--- src/rtl/shf_pkg.sv ---
package shf_pkg;
   typedef enum logic [1:0] {
      SH_LSL = 2'd0,
      SH_LSR = 2'd1,
      SH_ASR = 2'd2,
      SH_ROR = 2'd3
   } shf_kind_e;
endpackage

--- src/rtl/shf_amount.sv ---
// Turns the selected amount source into one effective shift count.
module shf_amount
   import shf_pkg::*;
#(
   parameter int DATA_W = 32,
   parameter int AMT_W  = 8,
   parameter int IMM_W  = 5
) (
   input  shf_kind_e          kind,
   input  logic               by_reg,
   input  logic [IMM_W-1:0]   imm,
   input  logic [DATA_W-1:0]  reg_val,
   output logic [AMT_W-1:0]   amt
);
   localparam logic [AMT_W-1:0] FULL = AMT_W'(DATA_W);

   always_comb begin
      if (by_reg) begin
         amt = reg_val[AMT_W-1:0];
      end else if ((imm == '0) && ((kind == SH_LSR) || (kind == SH_ASR))) begin
         amt = FULL;
      end else begin
         amt = {{(AMT_W-IMM_W){1'b0}}, imm};
      end
   end
endmodule

--- src/rtl/shf_core.sv ---
// Combinational shifter: one lane per shift type, then a selection by kind.
module shf_core
   import shf_pkg::*;
#(
   parameter int DATA_W = 32,
   parameter int AMT_W  = 8
) (
   input  logic [DATA_W-1:0] x,
   input  shf_kind_e         kind,
   input  logic [AMT_W-1:0]  amt,
   input  logic              carry_in,
   output logic [DATA_W-1:0] res,
   output logic              carry_out
);
   localparam int ROT_W = $clog2(DATA_W);
   localparam logic [AMT_W-1:0] FULL = AMT_W'(DATA_W);
   localparam int N_KIND = 4;

   logic [N_KIND-1:0][DATA_W-1:0] lane_res;
   logic [N_KIND-1:0]             lane_c;
   logic                          amt_zero;

   assign amt_zero = (amt == '0);

   for (genvar k = 0; k < N_KIND; k++) begin : g_lane
      if (k == int'(SH_LSL)) begin : g_lsl
         logic [DATA_W:0] w;
         assign w           = {1'b0, x} << amt;
         assign lane_res[k] = w[DATA_W-1:0];
         assign lane_c[k]   = amt_zero ? carry_in : w[DATA_W];
      end else if (k == int'(SH_LSR)) begin : g_lsr
         logic [DATA_W:0] w;
         assign w           = {x, 1'b0} >> amt;
         assign lane_res[k] = w[DATA_W:1];
         assign lane_c[k]   = amt_zero ? carry_in : w[0];
      end else if (k == int'(SH_ASR)) begin : g_asr
         logic signed [DATA_W:0] sw;
         logic        [DATA_W:0] w;
         logic        [AMT_W-1:0] clamp;
         assign clamp       = (amt > FULL) ? FULL : amt;
         assign sw          = {x, 1'b0};
         assign w           = sw >>> clamp;
         assign lane_res[k] = w[DATA_W:1];
         assign lane_c[k]   = amt_zero ? carry_in : w[0];
      end else begin : g_ror
         logic [2*DATA_W-1:0] dbl;
         logic [ROT_W-1:0]    rot;
         assign rot         = amt[ROT_W-1:0];
         assign dbl         = {x, x} >> rot;
         assign lane_res[k] = dbl[DATA_W-1:0];
         assign lane_c[k]   = amt_zero ? carry_in : dbl[DATA_W-1];
      end
   end

   assign res       = lane_res[kind];
   assign carry_out = lane_c[kind];
endmodule

--- src/rtl/shf_flag_unit.sv ---
// Registered shift unit: amount selection, shift, flags and cycle cost.
module shf_flag_unit
   import shf_pkg::*;
#(
   parameter int DATA_W   = 32,
   parameter int IMM_W    = $clog2(DATA_W),
   parameter int AMT_W    = 8,
   parameter int COST_W   = 2,
   parameter int IMM_COST = 1,
   parameter int REG_COST = 2
) (
   input  logic              clk,
   input  logic              rst_n,
   input  logic              req_valid,
   output logic              req_ready,
   input  logic [DATA_W-1:0] req_operand,
   input  logic [1:0]        req_kind,
   input  logic              req_by_reg,
   input  logic [IMM_W-1:0]  req_imm,
   input  logic [DATA_W-1:0] req_reg_amt,
   input  logic              carry_in,
   input  logic              ovf_in,
   output logic              rsp_valid,
   output logic [DATA_W-1:0] rsp_result,
   output logic              rsp_carry,
   output logic              rsp_neg,
   output logic              rsp_zero,
   output logic              rsp_ovf,
   output logic [COST_W-1:0] rsp_cycles
);
   if (DATA_W < 8 || (DATA_W & (DATA_W - 1)) != 0) begin : g_chk_w
      $error("DATA_W must be a power of two of at least 8");
   end
   if (DATA_W >= (1 << AMT_W) || AMT_W > DATA_W) begin : g_chk_amt
      $error("AMT_W must hold DATA_W and fit in the operand");
   end
   if (IMM_W != $clog2(DATA_W)) begin : g_chk_imm
      $error("IMM_W must equal clog2(DATA_W)");
   end
   if (REG_COST >= (1 << COST_W) || IMM_COST >= (1 << COST_W)) begin : g_chk_cost
      $error("COST_W too narrow for the costs");
   end

   localparam logic [COST_W-1:0] C_IMM = COST_W'(IMM_COST);
   localparam logic [COST_W-1:0] C_REG = COST_W'(REG_COST);

   shf_kind_e         kind;
   logic [AMT_W-1:0]  amt;
   logic [DATA_W-1:0] sh_res;
   logic              sh_c;
   logic              ready_q;
   logic              fire;

   assign kind      = shf_kind_e'(req_kind);
   assign req_ready = ready_q;
   assign fire      = req_valid && ready_q;

   shf_amount #(.DATA_W(DATA_W), .AMT_W(AMT_W), .IMM_W(IMM_W)) u_amt (
      .kind    (kind),
      .by_reg  (req_by_reg),
      .imm     (req_imm),
      .reg_val (req_reg_amt),
      .amt     (amt)
   );

   shf_core #(.DATA_W(DATA_W), .AMT_W(AMT_W)) u_core (
      .x         (req_operand),
      .kind      (kind),
      .amt       (amt),
      .carry_in  (carry_in),
      .res       (sh_res),
      .carry_out (sh_c)
   );

   always_ff @(posedge clk) begin
      if (!rst_n) begin
         ready_q    <= 1'b0;
         rsp_valid  <= 1'b0;
         rsp_result <= '0;
         rsp_carry  <= 1'b0;
         rsp_neg    <= 1'b0;
         rsp_zero   <= 1'b0;
         rsp_ovf    <= 1'b0;
         rsp_cycles <= '0;
      end else begin
         ready_q   <= 1'b1;
         rsp_valid <= fire;
         if (fire) begin
            rsp_result <= sh_res;
            rsp_carry  <= sh_c;
            rsp_neg    <= sh_res[DATA_W-1];
            rsp_zero   <= (sh_res == '0);
            rsp_ovf    <= ovf_in;
            rsp_cycles <= req_by_reg ? C_REG : C_IMM;
         end
      end
   end

   // one response per accepted request, none otherwise
   a_r2_rsp_follows_fire: assert property (@(posedge clk) disable iff (!rst_n)
      fire |=> rsp_valid);
   a_r2_no_rsp_when_idle: assert property (@(posedge clk) disable iff (!rst_n)
      !fire |=> !rsp_valid);
   // register amount of zero keeps operand and carry
   a_r4_zero_reg_amount: assert property (@(posedge clk) disable iff (!rst_n)
      (fire && req_by_reg && req_reg_amt[AMT_W-1:0] == '0) |=>
      (rsp_result == $past(req_operand) && rsp_carry == $past(carry_in)));
   // arithmetic shift by width or more fills with sign
   a_r7_asr_sign_fill: assert property (@(posedge clk) disable iff (!rst_n)
      (fire && kind == SH_ASR && req_by_reg && req_reg_amt[AMT_W-1:0] >= AMT_W'(DATA_W)) |=>
      (rsp_result == {DATA_W{$past(req_operand[DATA_W-1])}} && rsp_carry == $past(req_operand[DATA_W-1])));
   // overflow flag passes through
   a_r10_ovf_pass: assert property (@(posedge clk) disable iff (!rst_n)
      fire |=> rsp_ovf == $past(ovf_in));
   // cost follows the amount source
   a_r11_cost: assert property (@(posedge clk) disable iff (!rst_n)
      fire |=> rsp_cycles == ($past(req_by_reg) ? C_REG : C_IMM));
endmodule

--- config.mk ---
export PLATFORM = sky130hd
export DESIGN_NAME = shf_flag_unit
export DESIGN_NICKNAME = d
export VERILOG_FILES = /design/src/rtl/shf_pkg.sv /design/src/rtl/shf_amount.sv /design/src/rtl/shf_core.sv /design/src/rtl/shf_flag_unit.sv
export SDC_FILE = /design/constraint.sdc
export NUM_CORES = 1
export LEC_CHECK = 0
export ABC_AREA = 1
export BUFFER_PORTS_ARGS = -buffer_cell sky130_fd_sc_hd__buf_2
export CAP_MARGIN = 40
export CORE_AREA = 4 4 122 153
export CTS_CLUSTER_DIAMETER = 120
export DETAILED_ROUTE_END_ITERATION = 6
export DIE_AREA = 0 0 126 157
export PLACE_DENSITY = 0.7
export SKIP_CTS_REPAIR_TIMING = 1
export SYNTH_ARGS = -nofsm -noshare
export SYNTH_HDL_FRONTEND = slang
export SYNTH_SLANG_ARGS = --single-unit
--- constraint.sdc ---
create_clock -name clk -period 6.1 [get_ports clk]
set_input_delay 0.61 -clock clk [delete_from_list [all_inputs] [get_ports clk]]
set_output_delay 0.61 -clock clk [all_outputs]
set_load 0.005 [all_outputs]
==> out/results.tsv, run 1 <==
metric	value	unit
status	complete, no violations	
Final Core Density	51.9	%
Clock Tree Root	sky130_fd_sc_hd__clkbuf_16	
fin worst setup slack	1.54	ns
top_reg_cell synth	sky130_fd_sc_hd__dfxtp_1	
wire length of the first global-routing pass	57100	µm
Least-Margin Pin Slew	0.894	ns
post-layout min period	4.56	ns
net count after synthesis	1766	
row cnt	54	
count of port buffers added during placement	92	
pre-CTS setup slack	1.43	ns
CTS sink cnt	39	
CTS max path bufs	2	
CTS clock-pin slew for the worst setup and hold paths	0.06	ns
setup total negative slack	0	ns
number of flip-flops and latches in the synthesized netlist	39	
CP Launch Type	primary input	
final count of pins violating max slew	0	
warnings from Yosys	0	
dpl hpwl	28500	µm
first drt pass iteration count	7	
remaining antenna violation count	0	
IR drop worst, VDD	0.000263	V
Post-Syn Area	8430	µm²
DRT Wirelength	37500	µm
final clock skew	0.00687	ns
Filler Cell Count	1989	
vias in the first global route	10300	
final worst-path cycle share	74.8	%
leading post-synthesis cells by cell area	sky130_fd_sc_hd__nand2_1 (24%), sky130_fd_sc_hd__nand3_1 (17%), sky130_fd_sc_hd__o21ai_0 (12%), sky130_fd_sc_hd__dfxtp_1 (9.3%), sky130_fd_sc_hd__inv_1 (5.8%)	
average size of a mapped cell	4.99	µm²
Netlist cell types	42	
routability-driven placement congestion ratio	1.07	
hold crit path type	reg -> reg	
Remaining DRCs	0	
final standard cell count with taps included and fillers excluded	1904	
Overflow after GRT	0	
unrepaired setup endpoints after global routing	no	
worst rel slew slack	40.3	%
critical path type	in -> reg	
Worst Path Max Fanout	41	
area share of the leading cell type in the synthesized netlist	23.6	%
clk_lat worst skew	0.29	ns
max-cap violations	0	
vertical extent of the die	157	µm
Die Width	126	µm
number of nets in the final layout	1756	
via total after detailed routing	11800	
routed via count divided by cell count	6.19	
Power Density	185	nW/µm²
fraction of final layout cells with drive strength greater than 1	9.17	%
largest area contributor in the synthesized netlist	sky130_fd_sc_hd__nand2_1	
critical path data arrival time	4.79	ns
DIE AREA	19800	µm²
Detailed Route Iter0 Violations	1824	
highest attainable clock frequency	219	MHz
EDFF count, synth	0	
Routed wire per std cell	19.7	µm
CTS tree	built	
area grow syn2layout	6.37	%
Ant. Diodes	0	
sequential-to-total area share from yosys stat	9.26	%
worst reg2reg setup slack	3.79	ns
total instance count after detailed placement	1896	
number of antenna violations at the first check in global routing	0	
type of destination of the critical path	register	
Final setup viols	0	
initial core utilization	48.7	%
number of buffers created by CTS	5	
async set-reset flop share out of synthesis	0	%
Core ar.	17300	µm²
Global Route Usage Sum	36.3	%
number of H-tree branching levels	2	
post-route total power	1.66	mW
Final Hold Violating Endpoints	0	
cell count after synthesis	1689	
num ports	117	
P_leak	4.57	nW
largest net degree at the start of global routing	70	
data required time at the worst endpoint	6.32	ns
-- cell type report --
cell class	count	area [µm²]	area share (%)
multi-input combinational	1377	6530	72.8
clock buffer	5	125	1.40
tap	224	280	3.13
inverter	142	536	5.97
timing repair buffer	114	673	7.51
clock inverter	3	43.8	0.488
sequential	39	781	8.71
-- layout by cell type, fill, tap and decap left out, drive strengths merged, types with 2 or more instances in the layout --
cell type,count
o31ai,2
clkinv,5
o22ai,40
o21ai,235
buf,114
nand3,296
inv,139
a31oi,9
or2,4
o21bai,2
a21boi,8
o221ai,10
a21oi,54
nor3,4
mux2i,17
clkbuf,5
o211ai,39
nand2,542
o21a,3
nor2,101
dfxtp,39
o2111ai,4
-- synth_stat cells, drive strengths merged (17+ instances only) --
cell type,n
nand3,296
o22ai,40
clkbuf,62
o21ai,235
nor2,101
nand2,542
buf,69
dfxtp,39
a21oi,54
inv,139
o211ai,39
mux2i,17
-- where the power goes --
group / total, mW / switching, mW / internal (mW)
combinational: 1.08 / 0.767 / 0.312
sequential: 0.281 / 0.00875 / 0.272
clock: 0.299 / 0.106 / 0.193
-- path summary, 6_finish.rpt --
| check | endpoint | start | cells after the start |
|---|---|---|---|
| setup / recovery | rsp_zero | req_by_reg | 24 |
| hold / removal | rsp_cycles[0] | rsp_cycles[0] | 2 |
| setup reg to reg | rsp_zero | req_ready | 11 |
| hold reg to reg | rsp_cycles[0] | rsp_cycles[0] | 2 |
-- layer usage --
layer | share of wire [%] | GRT usage [%] | up-vias
met1 | 41 | 48.0 | 5237
li1 | - | - | 5683
met4 | 6.7 | 20.4 | 0
met5 | 0 | 0 | -
met3 | 9.1 | 3.97 | 121
met2 | 44 | 57.7 | 752
-- per-stage QoR --
step / instance area, µm² / hold slack, ns
CTS: 8970 / 0.465
floorplan: 8430 / 0.462
global placement: 8740 / 0.453
finish: 8970 / 0.466
global route: 8970 / 0.511
detailed placement: 8800 / 0.457
-- critical path, stage by stage --
cell and delay (ns):
sky130_fd_sc_hd__buf_2 0.29, sky130_fd_sc_hd__nand2_1 0.09, sky130_fd_sc_hd__buf_4 0.25, sky130_fd_sc_hd__inv_2 0.54, sky130_fd_sc_hd__nor2_1 0.12, sky130_fd_sc_hd__nand3_2 0.26, sky130_fd_sc_hd__nand2_4 0.32, sky130_fd_sc_hd__nand2_4 0.16
sky130_fd_sc_hd__clkinv_2 0.37, sky130_fd_sc_hd__nand3_1 0.24, sky130_fd_sc_hd__nand3_1 0.11, sky130_fd_sc_hd__nand2_1 0.08, sky130_fd_sc_hd__nand2_1 0.05, sky130_fd_sc_hd__nand3_1 0.10, sky130_fd_sc_hd__nand2_1 0.08, sky130_fd_sc_hd__nand2_1 0.07
sky130_fd_sc_hd__nand2_1 0.10, sky130_fd_sc_hd__a21oi_1 0.26, sky130_fd_sc_hd__nand2_1 0.08, sky130_fd_sc_hd__nor2_1 0.17, sky130_fd_sc_hd__nand2_1 0.09, sky130_fd_sc_hd__nor2_1 0.09, sky130_fd_sc_hd__nand3_1 0.07, sky130_fd_sc_hd__a21oi_1 0.11
-- sequential cells by signal, summed over array words and instances (netlist names) --
register    flops
req_ready       1
rsp_carry       1
rsp_cycles      2
rsp_ovf         1
rsp_result     32
rsp_valid       1
rsp_zero        1
-- cells by family after synthesis --
| family | after synthesis | share of synthesized area, % |
|---|---|---|
| AO/OA/AOI/OAI | 409 | 27.5 |
| AND/OR/NAND/NOR | 951 | 47.8 |
| multiplexers | 17 | 2.02 |
| flip-flops | 39 | 9.26 |
| buffers and inverters | 273 | 13.4 |
(Power assumes the default switching activity.)
==> inputs of run 2 (changes only) <==
--- a/config.mk
+++ b/config.mk
@@ -5,14 +5,14 @@
 export SDC_FILE = /design/constraint.sdc
 export NUM_CORES = 1
 export LEC_CHECK = 0
-export ABC_AREA = 1
+export ABC_AREA = 0
 export BUFFER_PORTS_ARGS = -buffer_cell sky130_fd_sc_hd__buf_2
 export CAP_MARGIN = 40
-export CORE_AREA = 4 4 122 153
+export CORE_AREA = 4 4 128 161
 export CTS_CLUSTER_DIAMETER = 120
 export DETAILED_ROUTE_END_ITERATION = 6
-export DIE_AREA = 0 0 126 157
-export PLACE_DENSITY = 0.7
+export DIE_AREA = 0 0 132 165
+export PLACE_DENSITY = 0.72
 export SKIP_CTS_REPAIR_TIMING = 1
 export SYNTH_ARGS = -nofsm -noshare
 export SYNTH_HDL_FRONTEND = slang
==> constraint.sdc (replaced) <==
create_clock -name clk -period 3.9 [get_ports clk]
set_input_delay 0.39 -clock clk [delete_from_list [all_inputs] [get_ports clk]]
set_output_delay 0.39 -clock clk [all_outputs]
set_load 0.005 [all_outputs]
==> out/results.tsv, run 2 <==
metric	value	unit	change
type of destination of the critical path	register		
Post-synth top cells	sky130_fd_sc_hd__nand2_1 (180), sky130_fd_sc_hd__mux2i_1 (128), sky130_fd_sc_hd__nor2_1 (116), sky130_fd_sc_hd__clkbuf_1 (102), sky130_fd_sc_hd__a21oi_1 (83)		
initial core utilization	48.9	%	+0.15 points
DIE AREA	21800	µm²	+10%
cell with the most instances after synthesis	sky130_fd_sc_hd__nand2_1		
max-cap violations	0		unchanged
gate family responsible for the most delay along the worst path	compound AO/OA/AOI/OAI gates		
area share of the leading cell type in the synthesized netlist	13.7	%	-10 points
Die Width	132	µm	+4.8%
sequential-to-total area share from yosys stat	8.32	%	-0.94 points
Netlist cell types	79		+88%
Worst Path Max Fanout	42		+2.4%
DRT Wirelength	52300	µm	+40%
most used cell, CP	sky130_fd_sc_hd__buf_4		
async set-reset flop share out of synthesis	0	%	unchanged
Post-Syn Area	9380	µm²	+11%
number of flip-flops and latches in the synthesized netlist	39		unchanged
most flop-heavy register	rsp_result		
final clock skew	0.00208	ns	-0.00479 ns
num ports	117		unchanged
crit path to	rsp_zero		
Worst path max stage delay	0.59	ns	+0.05 ns
CTS max path bufs	2		unchanged
Internal	1.48	mW	+91%
warnings from Yosys	0		unchanged
post-layout min period	3.79	ns	
Routed wire per std cell	30.4	µm	+54%
worst reg2reg setup slack	1.65	ns	-2.14 ns
vias in the first global route	12200		+18%
first drt pass iteration count	7		unchanged
Final Core Density	59.3	%	+7.4 points
Final setup viols	0		unchanged
worst rel slew slack	47.2	%	+6.9 points
remaining antenna violation count	0		unchanged
vertical extent of the die	165	µm	+5.1%
Core ar.	19200	µm²	+11%
reg2reg path depth	9		-2
cell chain of the critical path	buf_2 -> buf_12 -> mux2i_4 -> buf_12 -> buf_4 -> nor2_1 -> buf_4 -> nor2_1 -> o21ai_0 -> a21oi_1 -> a2111oi_0 -> buf_4 -> o221ai_1 -> nor4_1 -> nand3_1 -> o31ai_1		
cell count after synthesis	1337		-21%
pre-CTS setup slack	-0.147	ns	-1.58 ns
number of nets in the final layout	1561		-11%
P_leak	4.82	nW	+5.4%
Final Hold Violating Endpoints	0		unchanged
Overflow after GRT	0		unchanged
Clock Tree Root	sky130_fd_sc_hd__clkbuf_16		
largest net degree at the start of global routing	46		-34%
EDFF count, synth	0		unchanged
number of buffers and inverters on the critical path	6		+2
final worst-path cycle share	97.2	%	
count of port buffers added during placement	92		unchanged
area grow syn2layout	21.2	%	
wire length of the first global-routing pass	77500	µm	+36%
CP Launch Type	primary input		
Global Route Usage Sum	46.4	%	+10 points
Detailed Route Iter0 Violations	2495		+37%
Remaining DRCs	0		unchanged
origin of the critical flop-to-flop path	req_ready		
number of flip-flops in the largest register	32		unchanged
number of H-tree branching levels	2		unchanged
combined area of the multi-input logic cells	7900	µm²	+21%
unrepaired setup endpoints after global routing	no		
dpl hpwl	40100	µm	+41%
fin worst setup slack	0.110	ns	-1.43 ns
CTS tree	built		
number of buffers created by CTS	5		unchanged
fraction of final layout cells with drive strength greater than 1	26.1	%	+17 points
average size of a mapped cell	7.02	µm²	+41%
leading post-synthesis cells by cell area	sky130_fd_sc_hd__mux2i_1 (14%), sky130_fd_sc_hd__mux4_2 (8.9%), sky130_fd_sc_hd__dfxtp_1 (8.3%), sky130_fd_sc_hd__nand2_1 (7.2%), sky130_fd_sc_hd__nor2_1 (4.6%)		
Filler Cell Count	1833		-7.8%
r2r endpoint	rsp_zero		
largest area contributor in the synthesized netlist	sky130_fd_sc_hd__mux2i_1		
part of the total power dissipated in combinational logic	71.8	%	+6.7 points
routed via count divided by cell count	7.67		+24%
top_reg_cell synth	sky130_fd_sc_hd__dfxtp_1		
final count of pins violating max slew	0		unchanged
data required time at the worst endpoint	4.10	ns	-2.22 ns
highest-delay cell along the critical path	sky130_fd_sc_hd__a2111oi_0		
instance count on the critical path	16		-33%
CTS sink cnt	39		unchanged
via total after detailed routing	13200		+12%
most frequent cells in the layout	sky130_fd_sc_hd__buf_4 (198), sky130_fd_sc_hd__nand2_1 (180), sky130_fd_sc_hd__mux2i_1 (124)		
critical path data arrival time	3.99	ns	-0.80 ns
routability-driven placement congestion ratio	1.20		+12%
area taken by flip-flops and latches	781	µm²	unchanged
clock share of power	13.4	%	-4.6 points
clk_lat worst skew	0.28	ns	about the same
Ant. Diodes	0		unchanged
launching instance or port of the critical path	req_by_reg		
critical path type	in -> reg		
register share of total power	14.8	%	-2.1 points
leading cell type in the layout, fill and taps excluded	sky130_fd_sc_hd__buf_4		
net switching power	1.48	mW	+67%
biggest regs	rsp_result (32), rsp_cycles (2)		
highest attainable clock frequency	264	MHz	
row cnt	57		+5.6%
Least-Margin Pin Slew	0.783	ns	-0.111 ns
Power Density	260	nW/µm²	+41%
number of antenna violations at the first check in global routing	1		+1
CTS clock-pin slew for the worst setup and hold paths	0.06	ns	about the same
fraction of power spent switching nets	50.0	%	-3.2 points
IR drop worst, VDD	0.000201	V	-24%
net count after synthesis	1414		-20%
status	complete, no violations		
hold crit path type	in -> reg		
run 2: final cells by class:
| class | instances | area share [%] |
|---|---|---|
| inverter | 7 | 0.231 |
| timing repair buffer | 304 | 19.5 |
| tap | 236 | 2.60 |
| clock buffer | 5 | 1.10 |
| sequential | 39 | 6.87 |
| clock inverter | 3 | 0.176 |
| multi-input combinational | 1127 | 69.5 |
run 2: how the worst min path moves through the flow:
stage	start	end	slack [ns]	cells past startpoint
2_1_floorplan	rst_n	req_ready	0.42	0
3_3_place_gp	rsp_cycles[1]	rsp_cycles[1]	0.45	2
3_5_place_dp	rsp_cycles[1]	rsp_cycles[1]	0.45	2
4_1_cts	ovf_in	rsp_ovf	0.36	3
5_1_grt	ovf_in	rsp_ovf	0.38	3
6_report	ovf_in	rsp_ovf	0.36	3
run 2: worst min-delay path, stage by stage:
cell,delay [ns]
sky130_fd_sc_hd__buf_2,0.09
sky130_fd_sc_hd__nand2_1,0.04
sky130_fd_sc_hd__a21boi_0,0.06
run 2: metrics by stage:
step | cells | instance area, µm² | hold slack [ns] | power [mW] | TNS, ns
3_3_place_gp | 1709 | 11200 | 0.448 | 2.42 | -0.122
6_report | 1721 | 11400 | 0.362 | 2.96 | 0
3_5_place_dp | 1713 | 11200 | 0.454 | 2.44 | -0.147
5_1_grt | 1721 | 11400 | 0.385 | 3.05 | 0
2_1_floorplan | 1337 | 9380 | 0.418 | 1.60 | 0
4_1_cts | 1721 | 11400 | 0.361 | 2.84 | 0
run 2: cell families after synthesis:
| group | Yosys count | synth area share, % |
|---|---|---|
| and+or+nand+nor | 480 | 23.8 |
| AOI/OAI and AO/OA | 460 | 34.4 |
| muxes | 186 | 25.3 |
| buffers and inverters | 171 | 8.12 |
| DFF | 39 | 8.32 |
| xor gates and xnor gates | 1 | 0.0934 |
run 2: power by group through the flow:
| stage | sequential [mW] | clock [mW] | combinational [mW] |
|---|---|---|---|
| finish | 0.438 | 0.395 | 2.12 |
| global route | 0.441 | 0.413 | 2.20 |
| CTS | 0.437 | 0.396 | 2.00 |
| detailed placement | 0.446 | 0 | 2.00 |
| global placement | 0.445 | 0 | 1.98 |
| floorplan | 0.449 | 0 | 1.16 |
run 2: layer usage:
layer	part of all wire, %	track usage, %
met1	34	55.4
met2	42	72.2
met3	14	11.7
met4	10	34.8
met5	0.029	0
